File: src/rtl/crank_angle_pkg.sv
`timescale 1ns/1ps
package crank_angle_pkg;
  // strobes from the sync control to the interpolation datapath
  typedef struct packed {
    logic toothEdge;  // a tooth pulse is being taken this cycle
    logic gapEdge;    // this pulse closes a missing-tooth gap
    logic syncNext;   // lock state after this cycle
    logic gapNext;    // the interval now starting spans the gap
  } ctrlStrobes_t;
endpackage

File: src/rtl/crank_sync_ctrl.sv
`timescale 1ns/1ps
module crank_sync_ctrl
  import crank_angle_pkg::*;
#(
  parameter int TIME_W  = 20,
  parameter int TEETH_W = 10
) (
  input  logic               clk,
  input  logic               rst_n,
  input  logic               toothPulse,
  input  logic [TEETH_W-1:0] cfgTeeth,
  input  logic [TEETH_W-1:0] cfgMissing,
  input  logic [TIME_W-1:0]  cfgTimeout,
  input  logic [TIME_W-1:0]  sinceEdge,
  input  logic [TIME_W-1:0]  lastPeriod,
  output ctrlStrobes_t       strobes,
  output logic [TEETH_W-1:0] snapIdx,
  output logic               syncValid
);
  logic [1:0]         edgesSeen, edgesN;
  logic [TEETH_W-1:0] toothIdx, idxN, lastReal;
  logic               syncQ, syncN, isGap, timeoutHit;
  logic [TIME_W+1:0]  gapLimit;

  assign lastReal   = cfgTeeth - cfgMissing - 1'b1;
  assign gapLimit   = {2'b00, lastPeriod} + {3'b000, lastPeriod[TIME_W-1:1]};
  assign isGap      = (edgesSeen == 2'd2) && ({2'b00, sinceEdge} > gapLimit);
  assign timeoutHit = sinceEdge >= cfgTimeout;

  always_comb begin
    syncN  = syncQ;
    idxN   = toothIdx;
    edgesN = edgesSeen;
    if (toothPulse) begin
      if (edgesSeen != 2'd2) edgesN = edgesSeen + 2'd1;
      if (isGap) begin
        idxN  = '0;
        syncN = !syncQ || (toothIdx == lastReal);
      end else if (syncQ) begin
        if (toothIdx == lastReal) syncN = 1'b0;
        else                      idxN  = toothIdx + 1'b1;
      end
    end else if (timeoutHit) begin
      syncN  = 1'b0;
      edgesN = 2'd0;
    end
  end

  always_ff @(posedge clk) begin
    if (!rst_n) begin
      syncQ     <= 1'b0;
      toothIdx  <= '0;
      edgesSeen <= 2'd0;
    end else begin
      syncQ     <= syncN;
      toothIdx  <= idxN;
      edgesSeen <= edgesN;
    end
  end

  assign strobes.toothEdge = toothPulse;
  assign strobes.gapEdge   = toothPulse && isGap;
  assign strobes.syncNext  = syncN;
  assign strobes.gapNext   = syncN && (idxN == lastReal);
  assign snapIdx           = idxN;
  assign syncValid         = syncQ;

  // lock is only ever gained on a tooth pulse
  assert_lock_on_pulse_R5: assert property (@(posedge clk) disable iff (!rst_n)
    $rose(syncQ) |-> $past(toothPulse));
  // a locked tooth index never passes the last real tooth
  assert_index_range_R4: assert property (@(posedge clk) disable iff (!rst_n)
    syncQ |-> (toothIdx <= lastReal));
  // while locked the stall counter never goes past the limit
  assert_stall_bound_R10: assert property (@(posedge clk) disable iff (!rst_n)
    syncQ |-> (sinceEdge <= cfgTimeout));
endmodule

File: src/rtl/crank_interp_dp.sv
`timescale 1ns/1ps
module crank_interp_dp
  import crank_angle_pkg::*;
#(
  parameter int TIME_W   = 20,
  parameter int TEETH_W  = 10,
  parameter int SUB_BITS = 9
) (
  input  logic                        clk,
  input  logic                        rst_n,
  input  logic [TEETH_W-1:0]          cfgTeeth,
  input  logic [TEETH_W-1:0]          cfgMissing,
  input  ctrlStrobes_t                strobes,
  input  logic [TEETH_W-1:0]          snapIdx,
  output logic [TIME_W-1:0]           sinceEdge,
  output logic [TIME_W-1:0]           lastPeriod,
  output logic [TEETH_W+SUB_BITS-1:0] angle,
  output logic                        subTick
);
  localparam int SPAN_W  = TEETH_W + 1;
  localparam int CNT_W   = SPAN_W + SUB_BITS;
  localparam int ACC_W   = TIME_W + 1;
  localparam int ANGLE_W = TEETH_W + SUB_BITS;

  logic [SPAN_W-1:0]  stepSpan, budSpan, gapSpan;
  logic [ACC_W-1:0]   acc, accSum, stepVal, periodExt;
  logic [CNT_W-1:0]   subCnt, budget;
  logic [ANGLE_W-1:0] maxAngle;
  logic               tickDue;

  assign gapSpan   = {1'b0, cfgMissing} + 1'b1;
  assign stepVal   = ACC_W'({stepSpan, {SUB_BITS{1'b0}}});
  assign budget    = {budSpan, {SUB_BITS{1'b0}}};
  assign periodExt = {1'b0, lastPeriod};
  assign accSum    = acc + stepVal;
  assign tickDue   = accSum >= periodExt;
  assign maxAngle  = {cfgTeeth, {SUB_BITS{1'b0}}} - 1'b1;

  // time base and interval capture
  always_ff @(posedge clk) begin
    if (!rst_n) begin
      sinceEdge  <= '0;
      lastPeriod <= '0;
      stepSpan   <= SPAN_W'(1);
      budSpan    <= SPAN_W'(1);
    end else if (strobes.toothEdge) begin
      sinceEdge  <= TIME_W'(1);
      lastPeriod <= sinceEdge;
      stepSpan   <= strobes.gapEdge ? gapSpan : SPAN_W'(1);
      budSpan    <= strobes.gapNext ? gapSpan : SPAN_W'(1);
    end else if (sinceEdge != '1) begin
      sinceEdge  <= sinceEdge + 1'b1;
    end
  end

  // fractional accumulator spreading sub-ticks over the interval
  always_ff @(posedge clk) begin
    if (!rst_n) begin
      acc     <= '0;
      subCnt  <= '0;
      angle   <= '0;
      subTick <= 1'b0;
    end else begin
      subTick <= 1'b0;
      if (!strobes.syncNext) begin
        acc    <= '0;
        subCnt <= '0;
        angle  <= '0;
      end else if (strobes.toothEdge) begin
        acc    <= '0;
        subCnt <= '0;
        angle  <= {snapIdx, {SUB_BITS{1'b0}}};
      end else if (subCnt < budget) begin
        if (tickDue) begin
          acc     <= accSum - periodExt;
          subCnt  <= subCnt + 1'b1;
          subTick <= 1'b1;
          angle   <= (angle == maxAngle) ? '0 : angle + 1'b1;
        end else begin
          acc <= accSum;
        end
      end
    end
  end

  assert_angle_range_R7: assert property (@(posedge clk) disable iff (!rst_n)
    angle <= maxAngle);
  assert_tick_step_R12: assert property (@(posedge clk) disable iff (!rst_n)
    subTick |-> ((angle == $past(angle) + 1'b1) ||
                 (angle == '0 && $past(angle) == maxAngle)));
  assert_budget_cap_R3: assert property (@(posedge clk) disable iff (!rst_n)
    subCnt <= budget);
  assert_period_hold_R1: assert property (@(posedge clk) disable iff (!rst_n)
    !strobes.toothEdge |=> $stable(lastPeriod));
endmodule

File: src/rtl/crank_angle_gen.sv
`timescale 1ns/1ps
module crank_angle_gen
  import crank_angle_pkg::*;
#(
  parameter int TIME_W   = 20,
  parameter int TEETH_W  = 10,
  parameter int SUB_BITS = 9
) (
  input  logic                        clk,
  input  logic                        rst_n,
  input  logic                        toothPulse,
  input  logic [TEETH_W-1:0]          cfgTeeth,
  input  logic [TEETH_W-1:0]          cfgMissing,
  input  logic [TIME_W-1:0]           cfgTimeout,
  output logic [TEETH_W+SUB_BITS-1:0] angle,
  output logic                        subTick,
  output logic                        syncValid,
  output logic [TIME_W-1:0]           toothPeriod
);
  ctrlStrobes_t       strobes;
  logic [TEETH_W-1:0] snapIdx;
  logic [TIME_W-1:0]  sinceEdge;

  crank_sync_ctrl #(.TIME_W(TIME_W), .TEETH_W(TEETH_W)) u_ctrl (
    .clk(clk), .rst_n(rst_n), .toothPulse(toothPulse),
    .cfgTeeth(cfgTeeth), .cfgMissing(cfgMissing), .cfgTimeout(cfgTimeout),
    .sinceEdge(sinceEdge), .lastPeriod(toothPeriod),
    .strobes(strobes), .snapIdx(snapIdx), .syncValid(syncValid)
  );

  crank_interp_dp #(.TIME_W(TIME_W), .TEETH_W(TEETH_W), .SUB_BITS(SUB_BITS)) u_dp (
    .clk(clk), .rst_n(rst_n), .cfgTeeth(cfgTeeth), .cfgMissing(cfgMissing),
    .strobes(strobes), .snapIdx(snapIdx), .sinceEdge(sinceEdge),
    .lastPeriod(toothPeriod), .angle(angle), .subTick(subTick)
  );

  // unlocked means parked at zero with no steps
  assert_unlocked_idle_R11: assert property (@(posedge clk) disable iff (!rst_n)
    !syncValid |-> (angle == '0 && !subTick));
endmodule

File: config.mk
export PLATFORM = sky130hd
export DESIGN_NAME = crank_angle_gen
export DESIGN_NICKNAME = d
export VERILOG_FILES = /design/src/rtl/crank_angle_pkg.sv /design/src/rtl/crank_sync_ctrl.sv /design/src/rtl/crank_interp_dp.sv /design/src/rtl/crank_angle_gen.sv
export SDC_FILE = /design/constraint.sdc
export NUM_CORES = 1
export LEC_CHECK = 0
export BUFFER_PORTS_ARGS = -buffer_cell sky130_fd_sc_hd__buf_2
export CAP_MARGIN = 25
export CORE_MARGIN = 1
export CORE_UTILIZATION = 38
export CTS_BUF_LIST = sky130_fd_sc_hd__clkbuf_8
export DETAILED_ROUTE_END_ITERATION = 10
export SLEW_MARGIN = 10
export SYNTH_ARGS = -nofsm -noshare
export SYNTH_HDL_FRONTEND = slang
export SYNTH_SLANG_ARGS = --single-unit
File: constraint.sdc
create_clock -name clk -period 6.8 [get_ports clk]
set_clock_uncertainty 0.1 [all_clocks]
set_input_delay 0 -clock clk [delete_from_list [all_inputs] [get_ports clk]]
set_output_delay 0 -clock clk [all_outputs]
set_load 0.005 [all_outputs]
==> metrics.yaml <==
dp_cells: 1822
ys_seq_elements: 136
finalPower_uw: 1880
grt_antenna_before_repair: 0
grt_max_degree: 53
grt_pass1_wl_um: 47700
hp-class: "primary input to flop"
core_um2: 28100
ys.flop_type: "dfxtp_1"
synth.cell_area_um2: 11000
worstPathArrival_ns: 6.42
synth_edf_count: 0
seq_area_um2: 2720
wl_um: 29200
stdcell_count: 1864
grt_usage_pct: 20.2
grt_pass1_vias: 9488
ir_worst_vdd_mv: 0.136
cts_tree: "built"
syn-instance-count: 1404
clock.fmax_mhz: 164
first_pass_iters: 5
yosysSeqAreaShare_pct: 24.8
remaining_drc_errors: 0
rsz0062_at_grt: "no"
worstMarginPinSlew_ns: 0.957
clkTransAtPathRegs_ns: 0.11
holdPathStages: 4
ant_nets: 0
die_w_um: 172
synth_cell_types: 75
vias: 10200
syn_area_per_cell_um2: 7.83
htree_levels: 4
final_nets: 1638
rr_worst_depth: 23
dieArea_um2: 29600
io-pin-count: 84
status: "finished clean"
initial_utilization_pct: 39.1
final-setup-viol-count: 0
area_delta_synth_final_pct: 11.8
final_common_cell: "nor2_1"
die_h_um: 172
dp_hpwl_um: 22500
synth_fp_nets: 1569
yosysWarnings: 0
hold_violations: 0
mostFrequentLayoutCells: "nor2_1, dfxtp_1, ha_1"
slew_headroom_pct: 36.1
worstPathRequired_ns: 7.12
cts-buffers-inserted: 17
synthArstFlopShare_pct: 0
ctsRootBufferMaster: "clkbuf_8"
cts_buffer_depth: 2
cts_sinks: 136
multi_input_area_um2: 7680
io_buffers: 83
crit_fanout: 52
powerDensity_nw_per_um2: 153
maxCapViolations: 0
fin_setup_tns_ns: 0
wl_per_cell_um: 15.7
post-route-period-util_pct: 89.8
diodes: 0
p_leak_uw: 0.00522
overflow: 0
clock_latency_ns: 0.47
drt_iter0_markers: 742
fin_crit_ns: 6.11
end_kind: "flop"
startpoint: "u_dp.lastPeriod[2]"
hold_start: "cfgMissing[9]"
rows: 61
final_layout_size_suffix_gt1_share_pct: 9.69
r2r-start: "u_dp.lastPeriod[2]"
critPathLaunchType: "flop"
drv_slew: 0
critPathKind: "flop to flop"
gp_congestion: 0.902
fillers: 2929
avgViaCountPerCell: 5.47
-- power breakdown --
group / internal [uW] / switching [uW] / total (uW)
Clock: 348 / 399 / 747
Sequential: 800 / 5.96 / 806
Combinational: 126 / 197 / 322
-- metal layers --
metal  global-route usage (%)  wire, um  part of all wire (%)
met5                        0         0                     0
met4                     4.96       378                   1.3
met3                     2.98      1390                   4.7
met2                     33.1     13400                    46
met1                     27.6     14100                    48
-- registers in the layout, summed over array words and instances, names as in the netlist --
name	count
u_dp.acc	21
u_dp.lastPeriod	20
u_dp.sinceEdge	20
u_dp.subCnt	20
u_dp.angle	19
u_dp.budSpan	11
u_dp.stepSpan	11
u_ctrl.toothIdx	10
u_ctrl.edgesSeen	2
u_ctrl.syncValid	1
u_dp.subTick	1
-- logic make-up (layout without fill, tap and decap cells) --
| group | after synthesis | after routing | share of synthesized area, % |
|---|---|---|---|
| adder cells (fa/ha/maj) | 122 | 122 | 14.2 |
| AO/OA/AOI/OAI | 340 | 340 | 20.8 |
| buffers and inverters | 156 | 238 | 5.60 |
| multiplexers | 31 | 31 | 2.82 |
| XOR/XNOR | 123 | 123 | 10.2 |
| AND/OR/NAND/NOR | 496 | 496 | 21.6 |
| flip-flops | 136 | 136 | 24.8 |
-- what timing repair did --
item	4_1_cts	5_1_grt
hold buffers	8	0
endpoints found under the setup margin	0	11
buffers inserted	0	1
hold endpoints to repair	16	0
gates resized for setup	0	1
-- cell type report --
class,count,area share [%]
flip-flops and latches,136,22.2
repair buffers,103,4.83
inverters,103,3.15
clock buffers,17,1.90
multi-input cells,1112,62.5
clock inverters,15,1.61
well taps,378,3.85
-- path summary, 6_finish.rpt --
| kind | to | slack (ns) |
|---|---|---|
| setup / recovery | u_dp.angle[3] | 0.69 |
| hold / removal | u_dp.stepSpan[9] | 0.04 |
| setup reg to reg | u_dp.angle[3] | 0.69 |
| hold reg to reg | u_dp.acc[3] | 0.37 |
-- through the flow --
stage	instance area (um2)	setup WS, ns	hold slack (ns)	util (%)
final	12300	0.693	0.0396	43.8
after floorplan	11000	1.36	0.132	-
after detailed placement	11800	0.396	0.200	41.8
after global routing	12300	0.0297	0.0195	43.8
after global placement	11800	0.645	0.191	41.8
after CTS	12300	0.366	0.00456	43.7
-- cell usage after synthesis, types with 13 or more instances --
cell type / instances / share of area (%)
o21ai_0: 59 / 2.7
a31oi_1: 13 / 0.74
xor2_1: 46 / 3.7
clkbuf_1: 37 / 1.3
nor2_1: 172 / 5.9
nand3_1: 47 / 2.1
a21oi_1: 88 / 4.0
a21o_1: 23 / 1.6
nand2b_1: 17 / 0.97
o31ai_1: 19 / 1.3
a211oi_1: 21 / 1.4
xnor2_1: 74 / 5.9
nand2_1: 94 / 3.2
o22ai_1: 16 / 0.91
nor3_1: 36 / 1.6
and3_1: 28 / 1.6
dfxtp_1: 136 / 25
nor2b_1: 13 / 0.74
ha_1: 118 / 13
mux2i_1: 31 / 2.8
inv_1: 102 / 3.5
nand4_1: 31 / 1.8
-- critical path, cell delays in order, from the launching register on --
cell	delay [ns]
dfxtp_1	0.41
ha_1	0.25
a21o_1	0.16
a21oi_1	0.22
o21bai_1	0.09
a21oi_1	0.21
o21ai_0	0.10
a21oi_1	0.34
o21ai_0	0.25
a2111o_1	0.44
a31oi_1	0.17
o21bai_1	0.09
xnor2_1	0.13
ha_1	0.20
a2111oi_0	0.39
o21ai_0	0.21
a2111oi_0	0.41
a311oi_1	0.19
and2_1	0.37
o31ai_1	0.37
nand4_1	0.12
buf_4	0.34
a21o_1	0.33
a21oi_1	0.13
Power figures use the tool's default switching activity.
